## config.mk

```make
export PLATFORM = sky130hd
export DESIGN_NAME = subsec_shift_unit
export DESIGN_NICKNAME = d
export VERILOG_FILES = /design/src/rtl/subsec_pkg.sv /design/src/rtl/subsec_ctrl.sv /design/src/rtl/subsec_dp.sv /design/src/rtl/subsec_shift_unit.sv
export SDC_FILE = /design/constraint.sdc
export NUM_CORES = 1
export LEC_CHECK = 0
export ABC_AREA = 1
export BUFFER_PORTS_ARGS = -buffer_cell sky130_fd_sc_hd__clkbuf_2
export CAP_MARGIN = 10
export CELL_PAD_IN_SITES_DETAIL_PLACEMENT = 1
export CELL_PAD_IN_SITES_GLOBAL_PLACEMENT = 2
export CORE_MARGIN = 2
export CORE_UTILIZATION = 32
export CTS_CLUSTER_DIAMETER = 200
export DETAILED_ROUTE_END_ITERATION = 6
export GPL_TIMING_DRIVEN = 0
export PLACE_DENSITY = 0.92
export SYNTH_ARGS = -nofsm -noshare
export SYNTH_HDL_FRONTEND = slang
export SYNTH_SLANG_ARGS = --single-unit
```

## constraint.sdc

```tcl
create_clock -name clk -period 5.65 [get_ports clk]
set_clock_uncertainty 0.15 [all_clocks]
set_input_delay 0.565 -clock clk [delete_from_list [all_inputs] [get_ports clk]]
set_output_delay 0.565 -clock clk [all_outputs]
set_load 0.005 [all_outputs]
```

## src/rtl/subsec_pkg.sv

```systemverilog
package subsec_pkg;

  typedef struct packed {
    logic capture;
    logic step;
    logic apply;
    logic addSec;
  } ctrlStrobes_t;

endpackage

```

## src/rtl/subsec_ctrl.sv

```systemverilog
module subsec_ctrl
  import subsec_pkg::*;
#(
  parameter int SYNC_STEPS = 2
) (
  input  logic         clk,
  input  logic         rst_n,
  input  logic         ckEn,
  input  logic         shiftWr,
  input  logic         shiftAddSec,
  output ctrlStrobes_t stb,
  output logic         shiftPend,
  output logic         shadowSync
);

  localparam int SC_W = (SYNC_STEPS > 1) ? $clog2(SYNC_STEPS) : 1;
  localparam logic [SC_W-1:0] SC_LAST = SC_W'(SYNC_STEPS - 1);

  logic            accept;
  logic            applyNow;
  logic            addQ;
  logic            syncBusy;
  logic [SC_W-1:0] syncCnt;

  assign accept   = shiftWr & ~shiftPend;
  assign applyNow = ckEn & shiftPend;

  always_ff @(posedge clk) begin
    if (!rst_n) begin
      shiftPend <= 1'b0;
      addQ      <= 1'b0;
    end else if (accept) begin
      shiftPend <= 1'b1;
      addQ      <= shiftAddSec;
    end else if (applyNow) begin
      shiftPend <= 1'b0;
    end
  end

  always_ff @(posedge clk) begin
    if (!rst_n) begin
      shadowSync <= 1'b0;
      syncBusy   <= 1'b1;
      syncCnt    <= '0;
    end else if (accept) begin
      shadowSync <= 1'b0;
      syncBusy   <= 1'b0;
      syncCnt    <= '0;
    end else if (applyNow) begin
      syncBusy   <= 1'b1;
      syncCnt    <= '0;
    end else if (syncBusy && ckEn) begin
      if (syncCnt == SC_LAST) begin
        shadowSync <= 1'b1;
        syncBusy   <= 1'b0;
      end else begin
        syncCnt <= syncCnt + 1'b1;
      end
    end
  end

  always_comb begin
    stb.capture = accept;
    stb.step    = ckEn;
    stb.apply   = applyNow;
    stb.addSec  = addQ;
  end

  // a pending shift stays pending until an enable pulse
  a_r4_hold_pending: assert property (@(posedge clk) disable iff (!rst_n)
    (shiftPend && !ckEn) |=> shiftPend);

  // acceptance raises pending and drops the sync flag
  a_r3_accept: assert property (@(posedge clk) disable iff (!rst_n)
    (shiftWr && !shiftPend) |=> (shiftPend && !shadowSync));

  // the apply edge clears pending
  a_r5_clear_on_apply: assert property (@(posedge clk) disable iff (!rst_n)
    (shiftPend && ckEn) |=> !shiftPend);

  // the sync flag rises only on an enable edge
  a_r7_rise_on_enable: assert property (@(posedge clk) disable iff (!rst_n)
    $rose(shadowSync) |-> $past(ckEn));

endmodule

```

## src/rtl/subsec_dp.sv

```systemverilog
module subsec_dp
  import subsec_pkg::*;
#(
  parameter int CNT_W = 15
) (
  input  logic             clk,
  input  logic             rst_n,
  input  ctrlStrobes_t     stb,
  input  logic [CNT_W-1:0] reloadVal,
  input  logic [CNT_W-1:0] shiftFrac,
  output logic [CNT_W-1:0] subSec,
  output logic [1:0]       secStep
);

  localparam int SUM_W = CNT_W + 1;

  logic [CNT_W-1:0] count;
  logic [CNT_W-1:0] fracQ;
  logic             isZero;
  logic [CNT_W-1:0] baseNext;
  logic [SUM_W-1:0] sumW;
  logic [SUM_W-1:0] modulus;
  logic [SUM_W-1:0] adjW;
  logic [1:0]       stepSecs;

  always_comb begin
    isZero   = (count == '0);
    baseNext = isZero ? reloadVal : count - 1'b1;
    sumW     = {1'b0, baseNext} + {1'b0, fracQ};
    modulus  = {1'b0, reloadVal} + SUM_W'(1);
    if (sumW > {1'b0, reloadVal}) adjW = sumW - modulus;
    else                          adjW = sumW;
    stepSecs = {1'b0, isZero} + {1'b0, stb.apply & stb.addSec};
  end

  always_ff @(posedge clk) begin
    if (!rst_n) fracQ <= '0;
    else if (stb.capture) fracQ <= shiftFrac;
  end

  always_ff @(posedge clk) begin
    if (!rst_n) begin
      count   <= '0;
      secStep <= 2'd0;
    end else if (stb.step) begin
      count   <= stb.apply ? adjW[CNT_W-1:0] : baseNext;
      secStep <= stepSecs;
    end else begin
      secStep <= 2'd0;
    end
  end

  assign subSec = count;

  // no enable, no movement and no second
  a_r2_hold_idle: assert property (@(posedge clk) disable iff (!rst_n)
    !stb.step |=> ($stable(count) && secStep == 2'd0));

  // plain step from a non-zero count decrements
  a_r2_decrement: assert property (@(posedge clk) disable iff (!rst_n)
    (stb.step && !stb.apply && count != '0) |=> (count == $past(count) - 1'b1));

  // two seconds at once only on an apply edge
  a_r6_double_on_apply: assert property (@(posedge clk) disable iff (!rst_n)
    (secStep == 2'd2) |-> $past(stb.apply));

endmodule

```

## src/rtl/subsec_shift_unit.sv

```systemverilog
module subsec_shift_unit
  import subsec_pkg::*;
#(
  parameter int CNT_W      = 15,
  parameter int SYNC_STEPS = 2
) (
  input  logic             clk,
  input  logic             rst_n,
  input  logic             ckEn,
  input  logic [CNT_W-1:0] reloadVal,
  input  logic             shiftWr,
  input  logic             shiftAddSec,
  input  logic [CNT_W-1:0] shiftFrac,
  output logic [CNT_W-1:0] subSec,
  output logic [1:0]       secStep,
  output logic             shiftPend,
  output logic             shadowSync
);

  ctrlStrobes_t stb;

  subsec_ctrl #(.SYNC_STEPS(SYNC_STEPS)) u_ctrl (
    .clk(clk), .rst_n(rst_n), .ckEn(ckEn), .shiftWr(shiftWr),
    .shiftAddSec(shiftAddSec), .stb(stb), .shiftPend(shiftPend),
    .shadowSync(shadowSync)
  );

  subsec_dp #(.CNT_W(CNT_W)) u_dp (
    .clk(clk), .rst_n(rst_n), .stb(stb), .reloadVal(reloadVal),
    .shiftFrac(shiftFrac), .subSec(subSec), .secStep(secStep)
  );

endmodule

```

# --- Yosys cells after proc, flatten, opt, wreduce, memory -nomap -nowiden ---
# Index checks and enable logic that the tools add are counted.
word_totals:
  register_bits: 37
  input_bits: 35
  output_inout_bits: 19
  word_cells: 41
classes:
  addsub: 6
  n_lt_le_gt_ge: 1
  n_mux: 10
  bitwise_logic: 6
  reduce_logical: 10
ops:
  columns: ["operator", "count"]
  rows:
  - ["$mux 15", 3]
  - ["$add 15x15->16", 1]
  - ["$gt 16x15->1", 1]
  - ["$add 15x1->15 const B", 1]
  - ["$logic_not 15->1", 1]
  - ["$sub 15x1->15 const B", 1]
  - ["$sub 15x15->15", 1]
  - ["$mux 1", 7]
  - ["$reduce_bool 3->1", 2]
  - ["$reduce_and 2->1", 2]
  - ["$and 1x1->1", 3]
  - ["$not 1->1", 3]
  - ["$reduce_and 3->1", 1]
  - ["$reduce_or 3->1", 1]
  - ["$add 1x1->2", 1]
  - ["$reduce_bool 2->1", 1]
  - ["$reduce_or 2->1", 1]
  - ["$add 1x1->1 const B", 1]
  - ["$logic_and 1x1->1", 1]

# --- Logic depth before layout (Yosys ltp) ---
depth:
  depth_word: 6
  ltp_mapped: 32

# --- Modules after synthesis ---
# From an unflattened synthesis, not the netlist that was laid out.
unflattened:
  cells_unflattened: 687
  hier_area_um2: 4267.8
by_module_without_submodules:
  columns: ["mod", "instances", "cells_each", "area_each_um2"]
  rows:
  - ["subsec_dp", 1, 655, 4028.9]
  - ["subsec_ctrl", 1, 32, 239.0]

# --- Worst setup path after synthesis ---
# No wires, ideal clock.
synth_path:
  path_type: "register to register"
  start: "register u_dp.count[0] (netlist: u_dp.subSec[0])"
  end: "register u_dp.count[10] (netlist: u_dp.subSec[10])"
  setup_time_ns: 0.122
  arrival_time_ns: 4.093
  setup_slack_ns: 1.285
  stages_incl_launch_ff: 28
  n_path_buf: 2
  cell_sequence: "dfxtp_1 inv_1 ha_1 inv_1 nor4_1 nand2_1 buf_2 o21ai_1 inv_1 ha_1 fa_1 nand3_1 nand2_1 nand3_1 nand3_1 xnor2_1 inv_1 ha_1 nand2_1 inv_2 nand2_4 nor3_2 nand4_2 nand2_4 buf_12 nand2_4 nand3_2 a21oi_2"
synth_between:
  elab_chain_cells: 6
synth_lines:
  columns: ["item", "line", "text"]
  rows:
  - ["start: declaration", "subsec_dp.sv:17", "logic [CNT_W-1:0] count;"]
  - ["start signal: assignment", "subsec_dp.sv:46", "count <= stb.apply ? adjW[CNT_W-1:0] : baseNext;"]
  - ["$sub 15x1->15 / $logic_not 15->1 (equally long branches)", "subsec_dp.sv:28, subsec_dp.sv:27", null]
  - ["$mux 15 *", "subsec_dp.sv:28", "baseNext = isZero ? reloadVal : count - 1'b1;"]
  - ["$add 15x15->16", "subsec_dp.sv:29", "sumW = {1'b0, baseNext} + {1'b0, fracQ};"]
  - ["$sub 15x15->15 / $gt 16x15->1 (equally long branches)", "subsec_dp.sv:31", "if (sumW > {1'b0, reloadVal}) adjW = sumW - modulus;"]
  - ["$mux 15", "subsec_dp.sv:31", null]
  - ["$mux 15 *", "subsec_dp.sv:46", null]
# Every way passes the cells marked *; elsewhere a longest branch is shown, timed or not.
# A chain may end at the register's enable or synchronous reset.

# --- Worst setup path in the final report ---
layout_path:
  start: "register u_dp.count[0] (netlist: u_dp.subSec[0])"
  end: "register u_dp.count[13] (netlist: u_dp.subSec[13])"
# Same word-level chain as after synthesis.

==> results.toml <==
[floorplanning]
rows = 42
start_util_pct = 32.56
die_area_mm2 = 0.01431
core_area_mm2 = 0.01314
die_x_um = 119.6
ios = 54
die_height_um = 119.6

[critical_path]
cp.arrival_ns = 5.26
crit_type = "reg -> reg"
r2r_start = "u_dp.subSec[0]"
critPathSlowestCell = "xor2_1"
cpLargestDelayFamily = "simple AND/OR/NAND/NOR gates"
crit_top_cell = "inv_1"
startpoint_type = "register"
max_stage_delay_ns = 0.47
rr_endpoint = "u_dp.subSec[13]"
end_kind = "register"
crit_fanout = 10
required_ns = 5.69
reg2reg_slack_ns = 0.43
path_buf_inv = 7
worstRegToRegCells = 25

[hold_path]
worst_hold_path.num_cells = 2
holdPathEnd = "u_ctrl.shadowSync"
hold_path.class = "reg -> reg"
worstHoldStart = "u_ctrl.shadowSync"

[final_layout]
utilization_pct = 37.95
fillers = 1801
drive_gt1_share_pct = 18.52
most-common-layout-cells = "nand2_1 (145), inv_1 (128), nor2_1 (72)"
area_growth_pct = 16.55
final_common_cell = "nand2_1"
finalNonFillerCells = 932
antenna_cells = 0
fin_nets = 827

[placed_design]
routabilityCongestion = 0.9114
portBuffers = 53
hpwl_um = 12700
place_inst = 921

[power]
vdd_drop_max_mv = 0.1233
power_density_mw_per_mm2 = 430.5
leakagePower_nw = 2.810

[global_routing]
grt_pass1_vias = 4863
grt.overflow.total = 0
grt_max_degree = 13
grt_first_pass_wirelength_um = 24690
grtUsageTotal_pct = 21.72
antenna_found_initial = 0

[synthesis]
synth_flop_cell = "dfxtp_1"
syn_area_mm2 = 0.004278
yosys_register_bits = 37
yosysWarnings = 0
syn_nets = 764
yosysSeqAreaShare_pct = 17.32
ys_types = 40
async_reset_ff_share_pct = 0
synthCells = 692
synth_edf_count = 0
syn_area_per_cell_um2 = 6.182

[cts]
cts_root_buffer = "clkbuf_16"
cts.htree.levels = 2
cts_buffer_depth = 2
cts_made_buffers = 5
cts_tree = "yes"
cts.sinks = 37
path_clk_slew_ns = 0.06
clk_latency_ns = 0.29
hold_buffers = 0

[timing]
setup_viol = 0
fin_tns_setup_ns = 0
finalCriticalPeriod_ns = 5.220
relSlewSlack_pct = 62.74
hold_viol = 0
slew_viol_final = 0
rsz0062_at_grt = "no"
fmax_ghz = 0.1916
worst_pin_slew_ns = 0.5569
period_share_pct = 92.38

[routing]
drt_iter0_drc = 184
dr.pass1.iters = 5
vias = 4605
drc = 0
ant_nets = 0
wl_um = 15010
via_per_inst = 4.941
avgRoutedWirePerCell_um = 16.11

[run_status]
status = "finished, final reports clean"

[job]
cap_violations = 0
cells by family after synthesis:
group                    count (synthesis)  share of synthesized area, %
adder cells (fa/ha/maj)                 37                         11.17
XOR/XNOR                                25                         5.118
AO/OA/AOI/OAI                          104                         13.78
flip-flops                              37                         17.31
AND/OR/NAND/NOR                        340                         38.72
buffers and inverters                  149                         13.89
state kept, by name (all words and copies together) (netlist names):
register           cells
u_dp.secStep           2
u_dp.subSec           15
u_ctrl.addQ            1
u_ctrl.syncBusy        1
u_dp.fracQ            15
u_ctrl.shiftPend       1
u_ctrl.syncCnt         1
u_ctrl.shadowSync      1
through the flow:
stage | hold WS (ns) | area [µm²] | setup slack [ns] | total power [W]
3_5_place_dp | 0.3369 | 4763 | 0.1730 | 0.001828
4_1_cts | 0.3450 | 4906 | 0.1423 | 0.002113
6_report | 0.3443 | 4986 | 0.4304 | 0.002146
5_1_grt | 0.3605 | 4986 | 0.0005946 | 0.002363
2_1_floorplan | 0.2800 | 4278 | 1.285 | 0.001439
3_3_place_gp | 0.3085 | 4763 | 0.2298 | 0.001786
worst register-to-register path, cell delays in order, from the launching register on:
cell      delay, ns
dfxtp_1        0.38
inv_1          0.17
ha_1           0.24
inv_1          0.05
nor4_1         0.26
nand2_1        0.17
buf_2          0.24
o21ai_1        0.20
inv_1          0.08
ha_1           0.21
fa_1           0.44
nand2_1        0.10
o211ai_1       0.16
xor2_1         0.47
inv_1          0.10
ha_1           0.37
nand2_2        0.10
nor2_4         0.15
nand3_1        0.10
nor2_2         0.10
nand4_2        0.23
buf_2          0.27
nand3_1        0.10
nand3_1        0.13
nand2_1        0.10
inv_1          0.03
Yosys cell counts (all sizes together) (3+ instances only):
master,count,area share (%)
nand2,168,18
inv,132,12
nor2,79,7.7
nand3,67,9.0
o21ai,54,6.3
a21oi,41,5.9
dfxtp,37,17
ha,35,10
xor2,20,4.1
nand4,10,2.0
clkbuf,8,0.70
buf,7,1.4
nor3,7,0.94
xnor2,5,1.0
nand3b,3,0.53
or2,3,0.44
power by group:
| group | internal (W) | switching (W) | total [W] |
|---|---|---|---|
| logic | 0.000532 | 0.00102 | 0.00155 |
| registers | 0.000286 | 0.0000293 | 0.000315 |
| clock network | 0.000162 | 0.000117 | 0.000279 |
| total | 0.000980 | 0.00117 | 0.00215 |
per-layer routing:
metal  vias up  wire (µm)  part of all wire, %  GRT usage (%)
li1       2309          -                    -              -
met1      2200       7095                   47          29.14
met2        77       7219                   48          37.00
met3        19        447                  3.0          3.042
met4         0        251                  1.7          4.779
met5         -          0                    0              0
worst max-delay path by stage:
| stage | from | to | slack (ns) | cells past startpoint |
|---|---|---|---|---|
| finish | u_dp.subSec[0] | u_dp.subSec[13] | 0.43 | 25 |
| global route | u_dp.subSec[0] | u_dp.subSec[12] | 0.0006 | 27 |
| CTS | u_dp.subSec[0] | u_dp.subSec[13] | 0.14 | 30 |
| detailed placement | u_dp.subSec[0] | u_dp.subSec[13] | 0.17 | 30 |
| global placement | u_dp.subSec[0] | u_dp.subSec[13] | 0.23 | 27 |
| floorplan | u_dp.subSec[0] | u_dp.subSec[10] | 1.28 | 27 |
timing repair:
item                                    in CTS  in global routing
resized for setup                            0                 10
endpoints found under the setup margin       0                 15
buffers inserted                             0                  3
area by class of cell:
cell class                 instances  area (µm²)  share of cell area [%]
clock inverter                     3       17.52                  0.3513
tap                              176       220.2                   4.417
buffer                            15       91.34                   1.832
sequential                        37       740.7                   14.86
multi-input combinational        506        3000                   60.18
clock buffer                       5       125.1                   2.509
inverter                         134       503.0                   10.09
timing repair buffer              56       287.8                   5.772
No activity file was read; power rests on OpenSTA's default activity.
